<file path="config.mk">
export PLATFORM = sky130hd
export DESIGN_NAME = alarm_calendar_unit
export DESIGN_NICKNAME = d
export VERILOG_FILES = /design/src/rtl/alarm_pkg.sv /design/src/rtl/alarm_cfg_regs.sv /design/src/rtl/alarm_match.sv /design/src/rtl/alarm_irq_ctrl.sv /design/src/rtl/alarm_calendar_unit.sv
export SDC_FILE = /design/constraint.sdc
export NUM_CORES = 1
export LEC_CHECK = 0
export BUFFER_PORTS_ARGS = -buffer_cell sky130_fd_sc_hd__clkbuf_2
export CAP_MARGIN = 20
export CORE_ASPECT_RATIO = 1.2
export CORE_MARGIN = 4
export CORE_UTILIZATION = 42
export DETAILED_ROUTE_END_ITERATION = 16
export PLACE_DENSITY = 0.63
export SLEW_MARGIN = 20
export SYNTH_ARGS = -nofsm -noshare
export SYNTH_HDL_FRONTEND = slang
export SYNTH_SLANG_ARGS = --single-unit
</file>
<file path="constraint.sdc">
create_clock -name clk_i -period 1.8 [get_ports clk_i]
set_clock_uncertainty 0.15 [all_clocks]
set_input_delay 0.36 -clock clk_i [delete_from_list [all_inputs] [get_ports clk_i]]
set_output_delay 0.36 -clock clk_i [all_outputs]
set_load 0.03 [all_outputs]
</file>
<file path="src/rtl/alarm_pkg.sv">
package alarm_pkg;
  localparam int unsigned NUM_FIELDS = 5;
  localparam int unsigned RPT_W      = 5;
  localparam int unsigned SEL_W      = 3;

  // field index order used by every packed field array
  localparam int unsigned F_SEC  = 0;
  localparam int unsigned F_MIN  = 1;
  localparam int unsigned F_HR   = 2;
  localparam int unsigned F_DATE = 3;
  localparam int unsigned F_MON  = 4;

  localparam logic [SEL_W-1:0] SEL_CTRL = 3'd0;
  localparam logic [SEL_W-1:0] SEL_RPT  = 3'd6;

  typedef struct packed {
    logic wave_en;
    logic bkp_en;
    logic irq_en;
  } ctrl_t;

  // significant BCD bits per field
  function automatic logic [7:0] field_mask(int unsigned idx);
    case (idx)
      F_SEC, F_MIN:  return 8'h7F;
      F_HR, F_DATE:  return 8'h3F;
      default:       return 8'h1F;
    endcase
  endfunction

  // bit i set when field i takes part in the compare
  function automatic logic [NUM_FIELDS-1:0] compare_set(logic [RPT_W-1:0] code);
    case (code)
      5'b11110: return 5'b00001;
      5'b11100: return 5'b00011;
      5'b11000: return 5'b00111;
      5'b10000: return 5'b01111;
      5'b00000: return 5'b11111;
      default:  return 5'b00000;
    endcase
  endfunction
endpackage

</file>
<file path="src/rtl/alarm_cfg_regs.sv">
module alarm_cfg_regs
  import alarm_pkg::*;
#(
  parameter int unsigned DATA_W = 8
) (
  input  logic                                clk_i,
  input  logic                                rst_ni,
  input  logic                                we_i,
  input  logic [SEL_W-1:0]                    sel_i,
  input  logic [DATA_W-1:0]                   wdata_i,
  output ctrl_t                               ctrl_o,
  output logic [NUM_FIELDS-1:0][DATA_W-1:0]   alarm_o,
  output logic [RPT_W-1:0]                    rpt_o
);
  ctrl_t                             ctrl_q, ctrl_d;
  logic [RPT_W-1:0]                  rpt_q, rpt_d;
  logic [NUM_FIELDS-1:0][DATA_W-1:0] alarm_q, alarm_d;
  logic                              unused_hi;

  assign unused_hi = ^wdata_i[DATA_W-1:RPT_W];

  always_comb begin
    ctrl_d = ctrl_q;
    rpt_d  = rpt_q;
    if (we_i && sel_i == SEL_CTRL) ctrl_d = ctrl_t'(wdata_i[2:0]);
    if (we_i && sel_i == SEL_RPT)  rpt_d  = wdata_i[RPT_W-1:0];
  end

  for (genvar i = 0; i < NUM_FIELDS; i++) begin : g_field
    localparam logic [SEL_W-1:0] MY_SEL = SEL_W'(i + 1);
    always_comb begin
      alarm_d[i] = alarm_q[i];
      if (we_i && sel_i == MY_SEL) alarm_d[i] = wdata_i;
    end
  end

  always_ff @(posedge clk_i or negedge rst_ni) begin
    if (!rst_ni) begin
      ctrl_q  <= '0;
      rpt_q   <= '0;
      alarm_q <= '0;
    end else begin
      ctrl_q  <= ctrl_d;
      rpt_q   <= rpt_d;
      alarm_q <= alarm_d;
    end
  end

  assign ctrl_o  = ctrl_q;
  assign rpt_o   = rpt_q;
  assign alarm_o = alarm_q;
endmodule

</file>
<file path="src/rtl/alarm_match.sv">
module alarm_match
  import alarm_pkg::*;
#(
  parameter int unsigned DATA_W = 8
) (
  input  logic                              tick_i,
  input  logic [RPT_W-1:0]                  rpt_i,
  input  logic [NUM_FIELDS-1:0][DATA_W-1:0] alarm_i,
  input  logic [NUM_FIELDS-1:0][DATA_W-1:0] now_i,
  output logic                              hit_o
);
  logic [NUM_FIELDS-1:0] used;
  logic [NUM_FIELDS-1:0] equal;

  assign used = compare_set(rpt_i);

  for (genvar i = 0; i < NUM_FIELDS; i++) begin : g_cmp
    localparam logic [DATA_W-1:0] MASK = DATA_W'(field_mask(i));
    assign equal[i] = ((alarm_i[i] ^ now_i[i]) & MASK) == '0;
  end

  assign hit_o = tick_i && ((equal | ~used) == '1);
endmodule

</file>
<file path="src/rtl/alarm_irq_ctrl.sv">
module alarm_irq_ctrl
  import alarm_pkg::*;
(
  input  logic  clk_i,
  input  logic  rst_ni,
  input  logic  tick_i,
  input  logic  hit_i,
  input  logic  rd_i,
  input  logic  ptr_at_flag_i,
  input  logic  on_battery_i,
  input  ctrl_t ctrl_i,
  output logic  flag_o,
  output logic  irq_no
);
  logic af_q, af_d;
  logic pend_q, pend_d;
  logic irq_n_q, irq_n_d;
  logic gate;

  // interrupt permission at the moment of a match
  always_comb begin
    gate = ctrl_i.irq_en && !ctrl_i.wave_en;
    if (on_battery_i) gate = gate && ctrl_i.bkp_en;
  end

  always_comb begin
    af_d    = (af_q && !rd_i) || hit_i;
    pend_d  = (pend_q && !rd_i) || (hit_i && gate);
    irq_n_d = !(pend_d && !ptr_at_flag_i);
  end

  always_ff @(posedge clk_i or negedge rst_ni) begin
    if (!rst_ni) begin
      af_q    <= 1'b0;
      pend_q  <= 1'b0;
      irq_n_q <= 1'b1;
    end else begin
      af_q    <= af_d;
      pend_q  <= pend_d;
      irq_n_q <= irq_n_d;
    end
  end

  assign flag_o = af_q;
  assign irq_no = irq_n_q;

  // flag can only rise after a tick
  p_flag_needs_tick_r8: assert property (@(posedge clk_i) disable iff (!rst_ni)
    (af_q && !$past(af_q)) |-> $past(tick_i));

  // interrupt active implies flag set
  p_irq_implies_flag_r4: assert property (@(posedge clk_i) disable iff (!rst_ni)
    !irq_n_q |-> af_q);

  // pointer on flags location keeps interrupt inactive
  p_ptr_holds_off_r6: assert property (@(posedge clk_i) disable iff (!rst_ni)
    $past(ptr_at_flag_i) |-> irq_n_q);

  // a read without a match clears flag and interrupt
  p_read_clears_r5: assert property (@(posedge clk_i) disable iff (!rst_ni)
    ($past(rd_i) && !$past(hit_i)) |-> (!af_q && irq_n_q));

  // on battery without backup enable a match cannot raise a new interrupt
  p_backup_gate_r7: assert property (@(posedge clk_i) disable iff (!rst_ni)
    (hit_i && on_battery_i && !ctrl_i.bkp_en && !pend_q) |=> irq_n_q);
endmodule

</file>
<file path="src/rtl/alarm_calendar_unit.sv">
module alarm_calendar_unit
  import alarm_pkg::*;
#(
  parameter int unsigned DATA_W = 8
) (
  input  logic              clk_i,
  input  logic              rst_ni,
  input  logic              sec_tick_i,
  input  logic [DATA_W-1:0] now_sec_i,
  input  logic [DATA_W-1:0] now_min_i,
  input  logic [DATA_W-1:0] now_hr_i,
  input  logic [DATA_W-1:0] now_date_i,
  input  logic [DATA_W-1:0] now_mon_i,
  input  logic              reg_we_i,
  input  logic [2:0]        reg_sel_i,
  input  logic [DATA_W-1:0] reg_wdata_i,
  input  logic              flag_rd_i,
  input  logic              ptr_at_flag_i,
  input  logic              on_battery_i,
  output logic              alarm_flag_o,
  output logic              irq_no
);
  logic [1:0]                        rst_sync_q;
  logic                              rst_n;
  ctrl_t                             ctrl;
  logic [RPT_W-1:0]                  rpt;
  logic [NUM_FIELDS-1:0][DATA_W-1:0] alarm;
  logic [NUM_FIELDS-1:0][DATA_W-1:0] now;
  logic                              hit;

  // asynchronous assert, synchronous release
  always_ff @(posedge clk_i or negedge rst_ni) begin
    if (!rst_ni) rst_sync_q <= 2'b00;
    else         rst_sync_q <= {rst_sync_q[0], 1'b1};
  end
  assign rst_n = rst_sync_q[1];

  assign now = {now_mon_i, now_date_i, now_hr_i, now_min_i, now_sec_i};

  alarm_cfg_regs #(.DATA_W(DATA_W)) u_regs (
    .clk_i   (clk_i),
    .rst_ni  (rst_n),
    .we_i    (reg_we_i),
    .sel_i   (reg_sel_i),
    .wdata_i (reg_wdata_i),
    .ctrl_o  (ctrl),
    .alarm_o (alarm),
    .rpt_o   (rpt)
  );

  alarm_match #(.DATA_W(DATA_W)) u_match (
    .tick_i  (sec_tick_i),
    .rpt_i   (rpt),
    .alarm_i (alarm),
    .now_i   (now),
    .hit_o   (hit)
  );

  alarm_irq_ctrl u_irq (
    .clk_i         (clk_i),
    .rst_ni        (rst_n),
    .tick_i        (sec_tick_i),
    .hit_i         (hit),
    .rd_i          (flag_rd_i),
    .ptr_at_flag_i (ptr_at_flag_i),
    .on_battery_i  (on_battery_i),
    .ctrl_i        (ctrl),
    .flag_o        (alarm_flag_o),
    .irq_no        (irq_no)
  );

  // no tick, no match
  p_hit_only_on_tick_r2: assert property (@(posedge clk_i) disable iff (!rst_n)
    hit |-> sec_tick_i);
endmodule

</file>
==> results.txt <==
Wire length per cell after detailed routing: 16.29 µm
Sequential area share after synthesis: 52.69%
RSZ-0062 raised after global routing: yes
Tightest Pin Transition: 0.5193 ns
CP Capture Type: flip-flop
CTS tree: built
Iteration-0 DRC Markers: 39
Crit. Startpoint: u_regs.alarm_o[26]$_DFFE_PN0P_
Place WS: -0.2925 ns
Count leader, synth: dfrtp_1
Final nets: 275
Comb pwr share: 24.6%
Top cell type's share of synthesized area: 51.44%
Rows: 27
Outcome: finished, violations left
Hold WS: 0.1435 ns
CP endpoint: u_irq.irq_no$_DFF_PN1_
Clock-pin slew of the registers on the worst-case setup and hold paths: 0.08 ns
Critical path class: reg2reg
Routed Antenna Nets: 0
R2R cell count: 5
R2r setup slk: -0.12 ns
Total number of vias: 1403
Core Box Area: 0.004696 mm²
Critical R2R Capture: u_irq.irq_no$_DFF_PN1_
Internal power: 1.869 mW
H-tree depth: 2
Initial Util: 44.55%
Maximum VDD drop: 664.8 µV
PwrDens: 1007 mW/mm²
Worst-path fanout max: 3
Vias per cell: 5.083
DP HPWL: 3519 µm
Worst-skew pair later-pin latency: 0.28 ns
CP Cell Sequence: xor2_1 -> nor4_2 -> a31oi_1 -> or4_4 -> o22a_1
Startpoint types: flip-flop
DR DRC count: 0
Post-synth EDFFs: 0
Max-Cap Viols: 0
Layout cells sized above 1: 50.92%
CTS Sinks: 44
Die area: 0.006179 mm²
Final max-slew violation count: 0
NetSw: 0.7226 mW
Synthesized cell area: 0.002092 mm²
Hold WC Path Type: in2reg
Post-CTS Setup Inserts: 0
Yosys warns: 0
Cells after Synth: 155
Slew HR: 65.38%
Antenna diode count: 0
Ranking of synthesized cells by area: dfrtp_1 51%, mux2_2 21%, xor2_1 10%
WP data required: 1.87 ns
CP max stage cell: or4_4
Post-synthesis cell type count: 29
Post-Layout Cell Count: 276
Boundary Pins: 60
Dpl cells: 267
Vias in the first global route: 1690
Post-synthesis register bit count: 44
Period utilisation layout: 106.5%
DIE HEIGHT: 85.31 µm
Pwr Total: 2.591 mW
CTS root buffer: clkbuf_8
Async set-reset flop share out of synthesis: 100.0%
Chip width: 72.43 µm
Drt first pass iters: 6
Area grow syn2layout: 23.03%
Final hold viol count: 0
GR Overflow Total: 0
Port Buffer Count: 49
Failing checks: setup timing
R2r startpoint: u_regs.alarm_o[26]$_DFFE_PN0P_
Syn nets: 213
Ys flop type: dfrtp_1
Gpl congestion: 0.8632
Leakage: 1.172 nW
Setup violations, final: 3
First-pass GRT wire length: 7707 µm
Utilization after layout: 54.81%
Sw frac: 27.89%
GRT Total Usage: 16.12%
Clock share of power: 23.8%
Fmax: 521.9 MHz
Yosys top cell by area: dfrtp_1
CTS buffer count: 5
Pin count of the biggest net entering global routing: 43
Sequential Power Share: 51.6%
CP max stage delay: 0.58 ns
Synth Area per Inst: 13.50 µm²
Post-route minimum period: 1.916 ns
Routed WL: 4495 µm
Initial antenna violation count: 0
Most common library cells after synthesis: 43 x dfrtp_1, 39 x mux2_2, 24 x xor2_1, 7 x xnor2_1
Clock buffer depth: 2
Setup ws final: -0.1162 ns
Crit path DAT: 1.98 ns
[worst max-delay path, delay by kind of cell (launching register included)]
kind / cells / cell delay [ns]
simple gates: 2 / 0.85
xor+xnor: 1 / 0.15
compound gates: 2 / 0.31
flops: 1 / 0.40
[worst min path at each step]
| stage | cells past startpoint | startpoint | end | slack [ns] |
|---|---|---|---|---|
| final | 2 | flag_rd_i | u_irq.flag_o$_DFF_PN0_ | 0.14 |
| after global routing | 2 | flag_rd_i | u_irq.flag_o$_DFF_PN0_ | 0.13 |
| after CTS | 2 | flag_rd_i | u_irq.flag_o$_DFF_PN0_ | 0.14 |
| after detailed placement | 1 | rst_ni | rst_sync_q[0]$_DFF_PN0_ | -0.003 |
| after global placement | 1 | rst_ni | rst_sync_q[1]$_DFF_PN0_ | -0.005 |
| after floorplan | 0 | rst_ni | rst_sync_q[0]$_DFF_PN0_ | -0.09 |
[flip-flops by register name, summed over array words and instances, names as in the netlist]
name,cells
u_regs.alarm_o,31
u_regs.rpt_o,5
u_regs.ctrl_o,3
rst_sync_q,2
u_irq.flag_o,1
u_irq.irq_no,1
u_irq.pend_q,1
[power groups by stage]
stage	sequential [mW]	clock, mW	combinational, mW
2_1_floorplan	1.36	0	0.413
3_3_place_gp	1.34	0	0.602
3_5_place_dp	1.36	0	0.632
4_1_cts	1.34	0.645	0.647
5_1_grt	1.37	0.689	0.714
6_report	1.34	0.618	0.637
[layout make-up]
class	instances	area (µm²)
Tap cell	58	72.57
Clock inverter	2	10.01
Fill cell	414	2122
Sequential cell	44	1102
Clock buffer	6	82.58
Multi-Input combinational cell	108	994.7
Inverter	1	3.754
Timing Repair Buffer	57	307.8
[metal layers]
layer	GRT usage [%]	wire length (µm)	vias up
met5	0	0	-
li1	-	-	685
met4	5.034	53	0
met2	28.75	2411	32
met3	3.436	164	6
met1	19.12	1865	680
[timing repair]
action / in CTS / in global routing
gates resized for setup: 2 / 1
hold buffers: 1 / 0
endpoints found under the setup margin: 3 / 3
pin swaps: 7 / 3
endpoints found under the hold margin: 2 / 0
[cells in the final DEF, fill, tap and decap left out]
cell / count
o21ai_2: 1
nor4_1: 1
a311oi_1: 1
xor2_1: 24
clkinv_2: 2
nand3_1: 1
clkbuf_8: 6
nor2b_1: 4
nand4b_1: 4
dlygate4sd3_1: 1
conb_1: 1
buf_4: 7
dfrtp_1: 43
o22a_1: 1
inv_1: 1
nand2_1: 2
nor3_1: 4
nor3b_1: 1
nor3b_2: 2
a41o_1: 1
a31oi_1: 1
a21oi_1: 1
nand2b_1: 2
clkbuf_2: 49
or4_4: 1
nor4_2: 3
dfstp_2: 1
nor2_1: 1
a211oi_1: 1
o22ai_1: 1
mux2_2: 39
xnor2_1: 7
or4_1: 3
[per-stage QoR]
step                setup TNS, ns  instance area (µm²)
global route              -0.4952                 2574
CTS                       -0.3693                 2570
detailed placement        -0.7883                 2455
global placement          -0.7213                 2455
finish                    -0.2726                 2574
floorplan                       0                 2092
[cells by family (layout without fill, tap and decap cells)]
kind of cell,after synthesis,count (layout),synth area share (%)
flip-flops,44,44,52.69
multiplexers,39,39,20.99
XOR/XNOR,31,31,12.98
AND/OR/NAND/NOR,29,29,9.868
AO/OA/AOI/OAI,8,8,2.751
buffers and inverters,3,66,0.5382
other,1,1,0.1793
Power figures use the tool's default switching activity.
